`src/rtl/mxs_pkg.sv`:
```
package mxs_pkg;
    typedef enum logic [3:0] {
        ST_IDLE,
        ST_PRE_LO,
        ST_PRE_HI,
        ST_TX_LO,
        ST_TX_HI,
        ST_XT_LO,
        ST_XT_HI,
        ST_RX_LO,
        ST_RX_HI,
        ST_RETAKE,
        ST_DONE
    } mxs_state_e;
endpackage

```
`src/rtl/mxs_tick.sv`:
```
module mxs_tick #(
    parameter int DIV_W = 8
) (
    input  logic             clk,
    input  logic             rst_n,
    input  logic             run,
    input  logic [DIV_W-1:0] div_half,
    output logic             tick
);
    logic [DIV_W-1:0] cnt;
    logic [DIV_W-1:0] limit;

    assign limit = (div_half == '0) ? '0 : div_half - 1'b1;
    assign tick  = run && (cnt == limit);

    always_ff @(posedge clk or negedge rst_n) begin
        if (!rst_n)
            cnt <= '0;
        else if (!run || cnt == limit)
            cnt <= '0;
        else
            cnt <= cnt + 1'b1;
    end
endmodule

```
`src/rtl/mxs_shift.sv`:
```
module mxs_shift #(
    parameter int W = 16
) (
    input  logic         clk,
    input  logic         rst_n,
    input  logic         load,
    input  logic [W-1:0] load_val,
    input  logic         shift,
    input  logic         ser_in,
    output logic [W-1:0] q
);
    always_ff @(posedge clk or negedge rst_n) begin
        if (!rst_n)
            q <= '0;
        else if (load)
            q <= load_val;
        else if (shift)
            q <= {q[W-2:0], ser_in};
    end
endmodule

```
`src/rtl/mxs_master.sv`:
```
module mxs_master
    import mxs_pkg::*;
#(
    parameter int ADDR_W   = 7,
    parameter int DATA_W   = 16,
    parameter int DIV_W    = 8,
    parameter int PRE_CLKS = 2
) (
    input  logic              clk,
    input  logic              rst_n,
    input  logic [DIV_W-1:0]  div_half,
    input  logic              req,
    input  logic              rd,
    input  logic [ADDR_W-1:0] addr,
    input  logic [DATA_W-1:0] wdata,
    output logic              busy,
    output logic              done,
    output logic [DATA_W-1:0] rdata,
    output logic              sen_n,
    output logic              sclk,
    output logic              sdata_o,
    output logic              sdata_oe,
    input  logic              sdata_i,
    output logic              srst_n
);
    localparam int WR_BITS = 2 + ADDR_W + DATA_W;
    localparam int RD_BITS = 2 + ADDR_W;
    localparam int CNT_W   = $clog2(WR_BITS + 1);

    mxs_state_e        state, state_nx;
    logic [CNT_W-1:0]  bit_cnt;
    logic [DIV_W-1:0]  div_q;
    logic              rd_q;
    logic              tick, run, accept, last;
    logic [WR_BITS-1:0] tx_q, tx_init;

    assign accept = (state == ST_IDLE) && req;
    assign run    = (state != ST_IDLE) && (state != ST_DONE);
    assign last   = (bit_cnt == CNT_W'(1));
    assign tx_init = rd ? {2'b01, addr, {DATA_W{1'b0}}}
                        : {2'b00, addr, wdata};

    mxs_tick #(.DIV_W(DIV_W)) u_tick (
        .clk(clk), .rst_n(rst_n), .run(run), .div_half(div_q), .tick(tick)
    );

    mxs_shift #(.W(WR_BITS)) u_tx (
        .clk(clk), .rst_n(rst_n), .load(accept), .load_val(tx_init),
        .shift(tick && state == ST_TX_HI), .ser_in(1'b0), .q(tx_q)
    );

    mxs_shift #(.W(DATA_W)) u_rx (
        .clk(clk), .rst_n(rst_n), .load(1'b0), .load_val('0),
        .shift(tick && state == ST_RX_HI), .ser_in(sdata_i), .q(rdata)
    );

    always_ff @(posedge clk or negedge rst_n) begin
        if (!rst_n)
            srst_n <= 1'b0;
        else
            srst_n <= 1'b1;
    end

    // state register and counters
    always_ff @(posedge clk or negedge rst_n) begin
        if (!rst_n) begin
            state   <= ST_IDLE;
            bit_cnt <= '0;
            div_q   <= '0;
            rd_q    <= 1'b0;
        end else begin
            state <= state_nx;
            if (accept) begin
                rd_q    <= rd;
                div_q   <= div_half;
                bit_cnt <= CNT_W'(PRE_CLKS);
            end else if (tick) begin
                unique case (state)
                    ST_PRE_HI: bit_cnt <= last ? (rd_q ? CNT_W'(RD_BITS) : CNT_W'(WR_BITS))
                                               : bit_cnt - 1'b1;
                    ST_TX_HI:  bit_cnt <= bit_cnt - 1'b1;
                    ST_XT_HI:  bit_cnt <= CNT_W'(DATA_W);
                    ST_RX_HI:  bit_cnt <= bit_cnt - 1'b1;
                    default:   bit_cnt <= bit_cnt;
                endcase
            end
        end
    end

    // next state
    always_comb begin
        state_nx = state;
        unique case (state)
            ST_IDLE:   if (req)  state_nx = ST_PRE_LO;
            ST_PRE_LO: if (tick) state_nx = ST_PRE_HI;
            ST_PRE_HI: if (tick) state_nx = last ? ST_TX_LO : ST_PRE_LO;
            ST_TX_LO:  if (tick) state_nx = ST_TX_HI;
            ST_TX_HI:  if (tick) state_nx = last ? (rd_q ? ST_XT_LO : ST_DONE) : ST_TX_LO;
            ST_XT_LO:  if (tick) state_nx = ST_XT_HI;
            ST_XT_HI:  if (tick) state_nx = ST_RX_LO;
            ST_RX_LO:  if (tick) state_nx = ST_RX_HI;
            ST_RX_HI:  if (tick) state_nx = last ? ST_RETAKE : ST_RX_LO;
            ST_RETAKE: if (tick) state_nx = ST_DONE;
            ST_DONE:   state_nx = ST_IDLE;
            default:   state_nx = ST_IDLE;
        endcase
    end

    // outputs
    always_comb begin
        sen_n    = 1'b0;
        sclk     = 1'b0;
        sdata_o  = 1'b0;
        sdata_oe = 1'b1;
        busy     = 1'b1;
        done     = 1'b0;
        unique case (state)
            ST_IDLE:   begin sen_n = 1'b1; busy = 1'b0; end
            ST_PRE_LO: sen_n = 1'b1;
            ST_PRE_HI: begin sen_n = 1'b1; sclk = 1'b1; end
            ST_TX_LO:  sdata_o = tx_q[WR_BITS-1];
            ST_TX_HI:  begin sclk = 1'b1; sdata_o = tx_q[WR_BITS-1]; end
            ST_XT_LO:  ;
            ST_XT_HI:  sclk = 1'b1;
            ST_RX_LO:  sdata_oe = 1'b0;
            ST_RX_HI:  begin sdata_oe = 1'b0; sclk = 1'b1; end
            ST_RETAKE: ;
            ST_DONE:   begin sen_n = 1'b1; done = 1'b1; end
            default:   ;
        endcase
    end
endmodule

```
`config.mk`:
```
export PLATFORM = sky130hd
export DESIGN_NAME = mxs_master
export DESIGN_NICKNAME = d
export VERILOG_FILES = /design/src/rtl/mxs_pkg.sv /design/src/rtl/mxs_tick.sv /design/src/rtl/mxs_shift.sv /design/src/rtl/mxs_master.sv
export SDC_FILE = /design/constraint.sdc
export NUM_CORES = 1
export LEC_CHECK = 0
export ABC_AREA = 0
export BUFFER_PORTS_ARGS = -buffer_cell sky130_fd_sc_hd__buf_2
export CORE_UTILIZATION = 55
export CTS_BUF_LIST = sky130_fd_sc_hd__clkbuf_16
export DETAILED_ROUTE_END_ITERATION = 6
export GPL_TIMING_DRIVEN = 0
export PLACE_DENSITY_LB_ADDON = 0.15
export SYNTH_ARGS = -nofsm -noshare
export SYNTH_HDL_FRONTEND = slang
export SYNTH_SLANG_ARGS = --single-unit
export TNS_END_PERCENT = 10
```
`constraint.sdc`:
```
create_clock -name clk -period 5.4 [get_ports clk]
set_input_delay 0.54 -clock clk [delete_from_list [all_inputs] [get_ports clk]]
set_output_delay 0.54 -clock clk [all_outputs]
set_load 0.02 [all_outputs]
```
# Word-level counts from Yosys, hierarchy flattened
# Cells that the tools add are included.
# Widths: inputs -> output; s select.
dict set report word_totals {
  register_bits 68
  inputBits 36
  word_cells 85
  out_inout_bits 23
}
dict set report op_classes {
  muxes 31
  n_addsub 3
  eq_ne 23
  n_reduce_logical 20
}
# operator n
set ops {}
lappend ops {{$mux 4} 13}
lappend ops {{$mux 25} 2}
lappend ops {{$pmux 4 s10} 1}
lappend ops {{$mux 24} 1}
lappend ops {{$mux 5} 4}
lappend ops {{$ne 2x2->1 const B} 10}
lappend ops {{$eq 4x3->1 const B} 4}
lappend ops {{$mux 8} 2}
lappend ops {{$pmux 5 s3} 1}
lappend ops {{$eq 4x4->1 const B} 3}
lappend ops {{$reduce_and 10->1} 1}
lappend ops {{$add 8x1->8 const B} 1}
lappend ops {{$eq 4x2->1 const B} 2}
lappend ops {{$eq 8x8->1} 1}
lappend ops {{$logic_not 8->1} 1}
lappend ops {{$reduce_bool 4->1} 2}
lappend ops {{$reduce_or 4->1} 2}
lappend ops {{$sub 8x1->8 const B} 1}
lappend ops {{$mux 1} 6}
lappend ops {{$reduce_or 2->1} 3}
lappend ops {{$eq 5x1->1 const B} 1}
lappend ops {{$logic_and 1x1->1} 5}
lappend ops {{$sub 5x1->5 const B} 1}
lappend ops {{$eq 4x1->1 const B} 1}
lappend ops {{7 further kinds} 8}

# Longest topological paths before layout
# Gate-level depths: netlist of the first run.
dict set report depth {
  depth_word 7
  mapped_depth 11
  depth_no_buf 9
}

# Cells and area by module
# Synthesis of the first run repeated with hierarchy kept, for this count alone.
dict set report hier_totals {
  hier_cells 428
  hier_area_um2 4144.0
}
# module area_each_um2 cells_each seq_area_each_um2 instances
set by_module_without_submodules {}
lappend by_module_without_submodules {mxs_master 1321.3 138 475.5 1}
lappend by_module_without_submodules {{mxs_shift at u_tx} 1166.1 108 625.6 1}
lappend by_module_without_submodules {mxs_tick 912.1 113 200.2 1}
lappend by_module_without_submodules {{mxs_shift at u_rx} 744.5 69 400.4 1}

# Worst setup path before layout of the first run
# OpenSTA, ideal clock, no wires.
dict set report synth_timing {
  path_type {register to register}
  start {register div_q[0]}
  end {register u_rx.q[10]}
  t_required_ns 5.275
  setup_slack_ns 2.642
  path_buffers 2
  path_stages_with_launch 12
  period_less_slack_ns 2.758
  setup_time_ns 0.125
  arrival_time_ns 2.633
  path_cell_list {dfrtp_1 -> inv_1 -> ha_1 -> nor4b_2 -> nand2_1 -> a211oi_1 -> o22ai_2 -> a211oi_4 -> and3_1 -> buf_6 -> buf_12 -> mux2_4}
}
dict set report synth_via {
  elab_chain_len 5
  elab_cells_between_ends 6
  cone_classes {add/sub (1); eq/ne (1); mux (1); reduce/logical (3)}
}
# item line
set synth_rtl {}
lappend synth_rtl {{from (decl)} mxs_master.sv:32} ;# logic [DIV_W-1:0] div_q;
lappend synth_rtl {{from (signal assigned)} mxs_master.sv:75} ;# div_q <= div_half;
lappend synth_rtl {{$sub 8x1->8 / $logic_not 8->1 (equally long branches)} mxs_tick.sv:13} ;# assign limit = (div_half == '0) ? '0 : div_half - 1'b1;
lappend synth_rtl {{$mux 8 (*)} mxs_tick.sv:13}
lappend synth_rtl {{$eq 8x8->1 (*)} mxs_tick.sv:14} ;# assign tick = run && (cnt == limit);
lappend synth_rtl {{$logic_and 1x1->1 (*)} mxs_tick.sv:14}
lappend synth_rtl {{$logic_and 1x1->1 (*)} mxs_master.sv:54} ;# .shift(tick && state == ST_RX_HI), .ser_in(sdata_i), .q(rdata)
lappend synth_rtl {{to (signal assigned)} mxs_shift.sv:16} ;# q <= load_val;
lappend synth_rtl {{to (signal assigned)} mxs_shift.sv:18} ;# q <= {q[W-2:0], ser_in};
lappend synth_rtl {{to (decl)} mxs_shift.sv:10} ;# output logic [W-1:0] q
# Mark *: on every way between the ends. The rest lies on a longest branch, timed or not.
# A chain may end at the register's enable or synchronous reset.

# Worst setup path after layout of the first run
dict set report layout_timing {
  start {register div_q[0]}
  end {register u_rx.q[12]}
}
# Same word-level chain as after synthesis.

==> reports/results.ini, run 1 <==
[worst_hold_path]
hold_path_class = in -> async

[finish]
final_area_mm2 = 0.00459
syn_to_final_growth_pct = 18.4
antenna_cells = 0
multi_input_area_mm2 = 0.00199
fin_nets = 520
fill_cells = 551
register_area_mm2 = 0.00170
fin_util_pct = 67.5
drive_gt1_share_pct = 22.9

[global_route]
gr-total-overflow = 0
antenna_found_initial = 0
grt_usage_pct = 24.7
grt_pass1_wl_um = 14300
grt_max_degree = 69
grt_pass1_vias = 3028

[pwr]
ir_drop_mv = 0.218
power_mw = 2.25
leakagePower_nw = 2.10
power_density_mw_per_mm2 = 490

[place]
place_congestion = 0.919
dp_hpwl_um = 5800
io_buffers = 58
placed_area_mm2 = 0.00429

[floorplan]
chipHeight_um = 85.9
start_util_pct = 57.0
dieArea_mm2 = 0.00738
die_w_um = 85.9
core-area_mm2 = 0.00679
fp-row-count = 30
ios = 59

[sta]
rsz0062_at_grt = no
period_share_pct = 60.5
timing.setup.tns_ps = 0
drv_slew = 0
final.min_clock_period_ps = 3270
finalClockSkew_ps = 5.77
max_clock_freq_ghz = 0.306
max_slew_margin_pct = 40.4
tightest_slew_ps = 892
whs_ps = 312
finalHoldViolations = 0
finalSetupViolCount = 0

[flow_run]
drv_cap = 0

[setup_path]
cp_max_fo = 10
critPathKind = reg -> reg
critical_path_required_ps = 5620
cp-end-kind = flip-flop
startpoint_type = flip-flop
ff2ff_setup_slack_ps = 2130
crit_arrival_ps = 3480

[yosys]
synth-main-ff-cell = dfrtp_1
syn_nets = 451
ys_ff_latch = 68
syn_area_per_cell_um2 = 9.42
postSynth.asyncResetShare_pct = 100
synth_top_area_share_pct = 43.9
yosysTopAreaCell = dfrtp_1
yosys.cell_count.top_type = dfrtp_1
synth_edf_count = 0
synth_cell_type_count = 56
ys_top_cells_by_count = 68 x dfrtp_1, 63 x nand2_1, 49 x nand3_1
ys_seq_area_share_pct = 43.9
synthTopCellsByArea = dfrtp_1 44%, nand3_1 6.3%, nand2_1 6.1%, nand3b_1 4.8%, mux2_4 3.9%
synthCells = 411
syn_area_mm2 = 0.00387
synth_warnings = 0

[cts]
htree_levels = 3
post_cts_resize_count = 0
cts.clk_slew.worst_paths_ps = 60
clockBufferDepth = 2
cts_tree = yes
clockRootBuffer = clkbuf_16
cts_setup_buffers = 0
clk-insertion-delay-late_ps = 330
numCtsBuffers = 9
hold_buffers = 0
cts.sinks = 68

[detailed_routing]
postRouteAntennaNets = 0
wirelength_um = 8540
drtPass1Iterations = 4
vias_per_cell = 5.59
drcViolationCount = 0
vias = 3248
drtIter0Drc = 156
wl_per_cell_um = 14.7

[outcome]
outcome = finished, final reports clean

[layout make-up]
| cell class | instances | area share [%] |
|---|---|---|
| clock inverters | 7 | 1.64 |
| multi-input cells | 309 | 43.5 |
| flip-flops and latches | 68 | 37.1 |
| clock buffers | 9 | 4.91 |
| well taps | 96 | 2.62 |
| repair buffers | 58 | 6.38 |
| inverters | 7 | 0.573 |
| plain buffers | 27 | 3.27 |
[per-stage QoR]
step	std cells	worst slack, ps
after floorplan	411	2640
after global placement	565	2150
after detailed placement	565	2160
after CTS	581	2140
after global routing	581	1920
final	581	2130
[worst max-delay path: stages, from the launching register on]
cell and delay (ps):
dfrtp_1 430, inv_1 120, ha_1 310, nor4b_2 380
nand2_1 140, a211oi_1 270, o22ai_2 200, a211oi_4 410
and3_1 280, buf_6 150, buf_12 150, mux2_4 300
[layer usage]
metal / GRT usage (%) / up-vias / part of all wire [%]
met2: 38.3 / 89 / 47
met5: 0 / - / 0
met4: 10.5 / 0 / 1.6
met3: 4.04 / 13 / 4.2
li1: - / 1579 / -
met1: 34.6 / 1567 / 47
[layout by cell type (no fill, tap or decap), types with 4 or more instances in the layout]
cell type	netlist	routed
clkbuf_16	0	9
nor3b_1	7	7
o21a_1	5	5
or3_1	4	4
clkbuf_1	15	15
buf_2	2	59
xnor2_1	6	6
nand2_1	63	63
nand3b_1	25	25
mux2_2	6	6
buf_1	4	4
dfrtp_1	68	68
nor2_1	24	24
ha_1	4	4
o21ai_0	9	9
a21oi_1	18	18
nand2b_1	8	8
a211oi_1	5	5
xor2_1	9	9
inv_1	7	7
nor3_1	13	13
nand3_1	49	49
mux2_4	10	10
[logic make-up (layout without fill, tap and decap cells)]
logic type | count (synthesis) | after routing | share of synthesized area, %
compound gates | 57 | 57 | 11.3
xor+xnor | 15 | 15 | 3.39
fa+ha+maj | 4 | 4 | 1.29
buf+inv | 34 | 108 | 4.56
flops | 68 | 68 | 43.9
mux | 18 | 18 | 6.14
other cells | 1 | 1 | 0.0968
simple gates | 214 | 214 | 29.3
[flip-flops by register name (all words and copies together) (netlist names)]
register and count:
u_tick.cnt 8, srst_n 1, u_rx.q 16, rd_q 1, state 4, bit_cnt 5
div_q 8, u_tx.q 25
[final timing paths]
kind | depth (start not counted) | from | endpoint
max | 11 | div_q[0] | u_rx.q[12]
min | 1 | rst_n | u_tick.cnt[7]
max reg2reg | 11 | div_q[0] | u_rx.q[12]
min reg2reg | 1 | u_rx.q[15] | u_rx.q[15]
max in group asynchronous | 1 | rst_n | u_tx.q[6]
min in group clk | 3 | div_half[7] | div_q[7]
[power by group]
group          total, mW  internal, mW  switching, mW
combinational      0.876         0.355          0.521
clock              0.596         0.360          0.236
sequential         0.777         0.652          0.125
No activity file was read; power rests on OpenSTA's default activity.
==> inputs of run 2 (changes only) <==
==> constraint.sdc (replaced) <==
create_clock -name clk -period 3.2 [get_ports clk]
set_input_delay 0.32 -clock clk [delete_from_list [all_inputs] [get_ports clk]]
set_output_delay 0.32 -clock clk [all_outputs]
set_load 0.02 [all_outputs]
==> run 2 against run 1 <==
  * Cell count up 0.17%
  * Global-route usage unchanged
  * Highest routed layer unchanged
  * Routed wire length down 0.14%
  * Worst hold slack worse by 220 ps
  * Clock power up 69%
  * Critical path depth unchanged
  * Register-to-register slack worse by 1900 ps
  * Setup slack worse by 1900 ps
  * Sequential share of layout area down 0.26 points
  * Flip-flop and latch count unchanged
==> reports/results.ini, run 2 (synthesis gave the netlist of run 1 again) <==
[sta]
finalSetupViolCount = 0  ; unchanged
final.min_clock_period_ps = 3010  ; -262 ps
max_slew_margin_pct = 40.8  ; +0.47 points
whs_ps = 89.1  ; -223 ps
finalHoldViolations = 0  ; unchanged
max_clock_freq_ghz = 0.333  ; +8.7%
rsz0062_at_grt = no
period_share_pct = 93.9  ; +33 points
drv_slew = 0  ; unchanged
tightest_slew_ps = 887  ; -5.05 ps
timing.setup.tns_ps = 0  ; unchanged
finalClockSkew_ps = 6.72  ; +0.950 ps

[worst_hold_path]
hold_path_class = in -> async

[cts]
cts_tree = yes
clockBufferDepth = 2  ; unchanged
numCtsBuffers = 9  ; unchanged
cts.sinks = 68  ; unchanged
clk-insertion-delay-late_ps = 330  ; about the same
cts.clk_slew.worst_paths_ps = 60  ; about the same
htree_levels = 3  ; unchanged
clockRootBuffer = clkbuf_16

[detailed_routing]
postRouteAntennaNets = 0  ; unchanged
wirelength_um = 8530  ; -0.14%
drtIter0Drc = 179  ; +15%
drcViolationCount = 0  ; unchanged
wl_per_cell_um = 14.7  ; -0.31%
vias_per_cell = 5.61  ; +0.35%
drtPass1Iterations = 5  ; +1
vias = 3265  ; +0.52%

[finish]
fin_nets = 521  ; +0.19%
top_regs = u_tx.q (25), u_rx.q (16)
final_cell_mix = 68 x dfrtp_1, 63 x nand2_1, 59 x buf_2
largest_register_ffs = 25  ; unchanged
final_area_mm2 = 0.00462  ; +0.71%
syn_to_final_growth_pct = 19.3
antenna_cells = 0  ; unchanged
drive_gt1_share_pct = 23.3  ; +0.36 points
top_register = u_tx.q
mostFrequentLayoutCell = dfrtp_1

[global_route]
grt_usage_pct = 24.7  ; unchanged
antenna_found_initial = 0  ; unchanged
grt_pass1_vias = 3029  ; +0.033%
grt_pass1_wl_um = 14300  ; unchanged
grt_max_degree = 69  ; unchanged
gr-total-overflow = 0  ; unchanged

[setup_path]
critPathKind = reg -> reg
cp-end-kind = flip-flop
reg2reg_depth = 11  ; unchanged
cp_max_fo = 10  ; unchanged
startpoint_type = flip-flop
crit_arrival_ps = 3220  ; -260 ps
critical_path_required_ps = 3420  ; -2200 ps

[place]
io_buffers = 58  ; unchanged
placed_area_mm2 = 0.00429  ; unchanged
dp_hpwl_um = 5800  ; unchanged
place_congestion = 0.919  ; unchanged

[floorplan]
fp-row-count = 30  ; unchanged
start_util_pct = 57.0  ; unchanged
chipHeight_um = 85.9  ; unchanged
die_w_um = 85.9  ; unchanged
dieArea_mm2 = 0.00738  ; unchanged
ios = 59  ; unchanged
core-area_mm2 = 0.00679  ; unchanged

[pwr]
power_density_mw_per_mm2 = 831  ; +69%
ir_drop_mv = 0.390  ; +79%
leakagePower_nw = 2.11  ; +0.49%

[flow_run]
drv_cap = 0  ; unchanged

[outcome]
outcome = finished, final reports clean

## run 2: cell types whose count changed in the layout (fill, tap and decap cells not counted), sizes merged
cell,previous run,this run
buf,70,71
## run 2: final timing paths
| kind | endpoint | start | slack [ps] |
|---|---|---|---|
| setup / recovery | u_rx.q[12] | div_q[0] | 190 |
| hold / removal | u_tick.cnt[7] | rst_n | 90 |
| setup reg to reg | u_rx.q[12] | div_q[0] | 190 |
| hold reg to reg | u_tx.q[9] | u_tx.q[8] | 510 |
| max in group asynchronous | u_tx.q[6] | rst_n | 2510 |
| min in group clk | div_q[7] | div_half[7] | 170 |
## run 2: per-stage QoR
stage / std cells / power (mW) / utilization (%) / setup WS (ps)
global route: 582 / 4.08 / 68.0 / 7.71
global placement: 565 / 2.72 / 63.0 / -50.2
floorplan: 411 / 2.45 / - / 442
finish: 582 / 3.84 / 68.0 / 195
CTS: 582 / 3.79 / 67.6 / 118
detailed placement: 565 / 2.77 / 63.1 / -43.0
## run 2: final cells by class
type                    count  area (µm²)
repair buffers             59         300
well taps                  96         120
flip-flops and latches     68        1700
fillers                   546        2180
inverters                   7        26.3
multi-input cells         309        2020
clock inverters             7        75.1
clock buffers               9         225
plain buffers              27         150
## run 2: repair_timing
action | 4_1_cts | 5_1_grt
pin swaps | 1 | 0
resized for setup | 0 | 3
setup endpoints to repair | 10 | 40
setup buffers | 1 | 0
gates cloned | 0 | 0
hold buffers | 0 | 0
## run 2: where the power goes
group / internal, mW / total (mW) / switching (mW)
logic: 0.614 / 1.51 / 0.901
registers: 1.10 / 1.31 / 0.214
clock network: 0.607 / 1.01 / 0.399
## run 2: worst max-delay path, stage by stage, from the launching register on
cell	delay (ps)
dfrtp_1	430
inv_1	120
ha_1	330
nor4b_4	320
nand2_1	130
a211oi_1	260
o22ai_2	210
a211oi_4	250
and3_1	230
buf_6	150
buf_12	150
mux2_4	300
## run 2: metal layers
layer / vias up / track usage (%) / share of wire (%)
met5: - / 0 / 0
met4: 0 / 10.6 / 2.3
met3: 19 / 4.04 / 5.0
met2: 101 / 38.2 / 47
met1: 1559 / 34.6 / 46
li1: 1586 / - / -
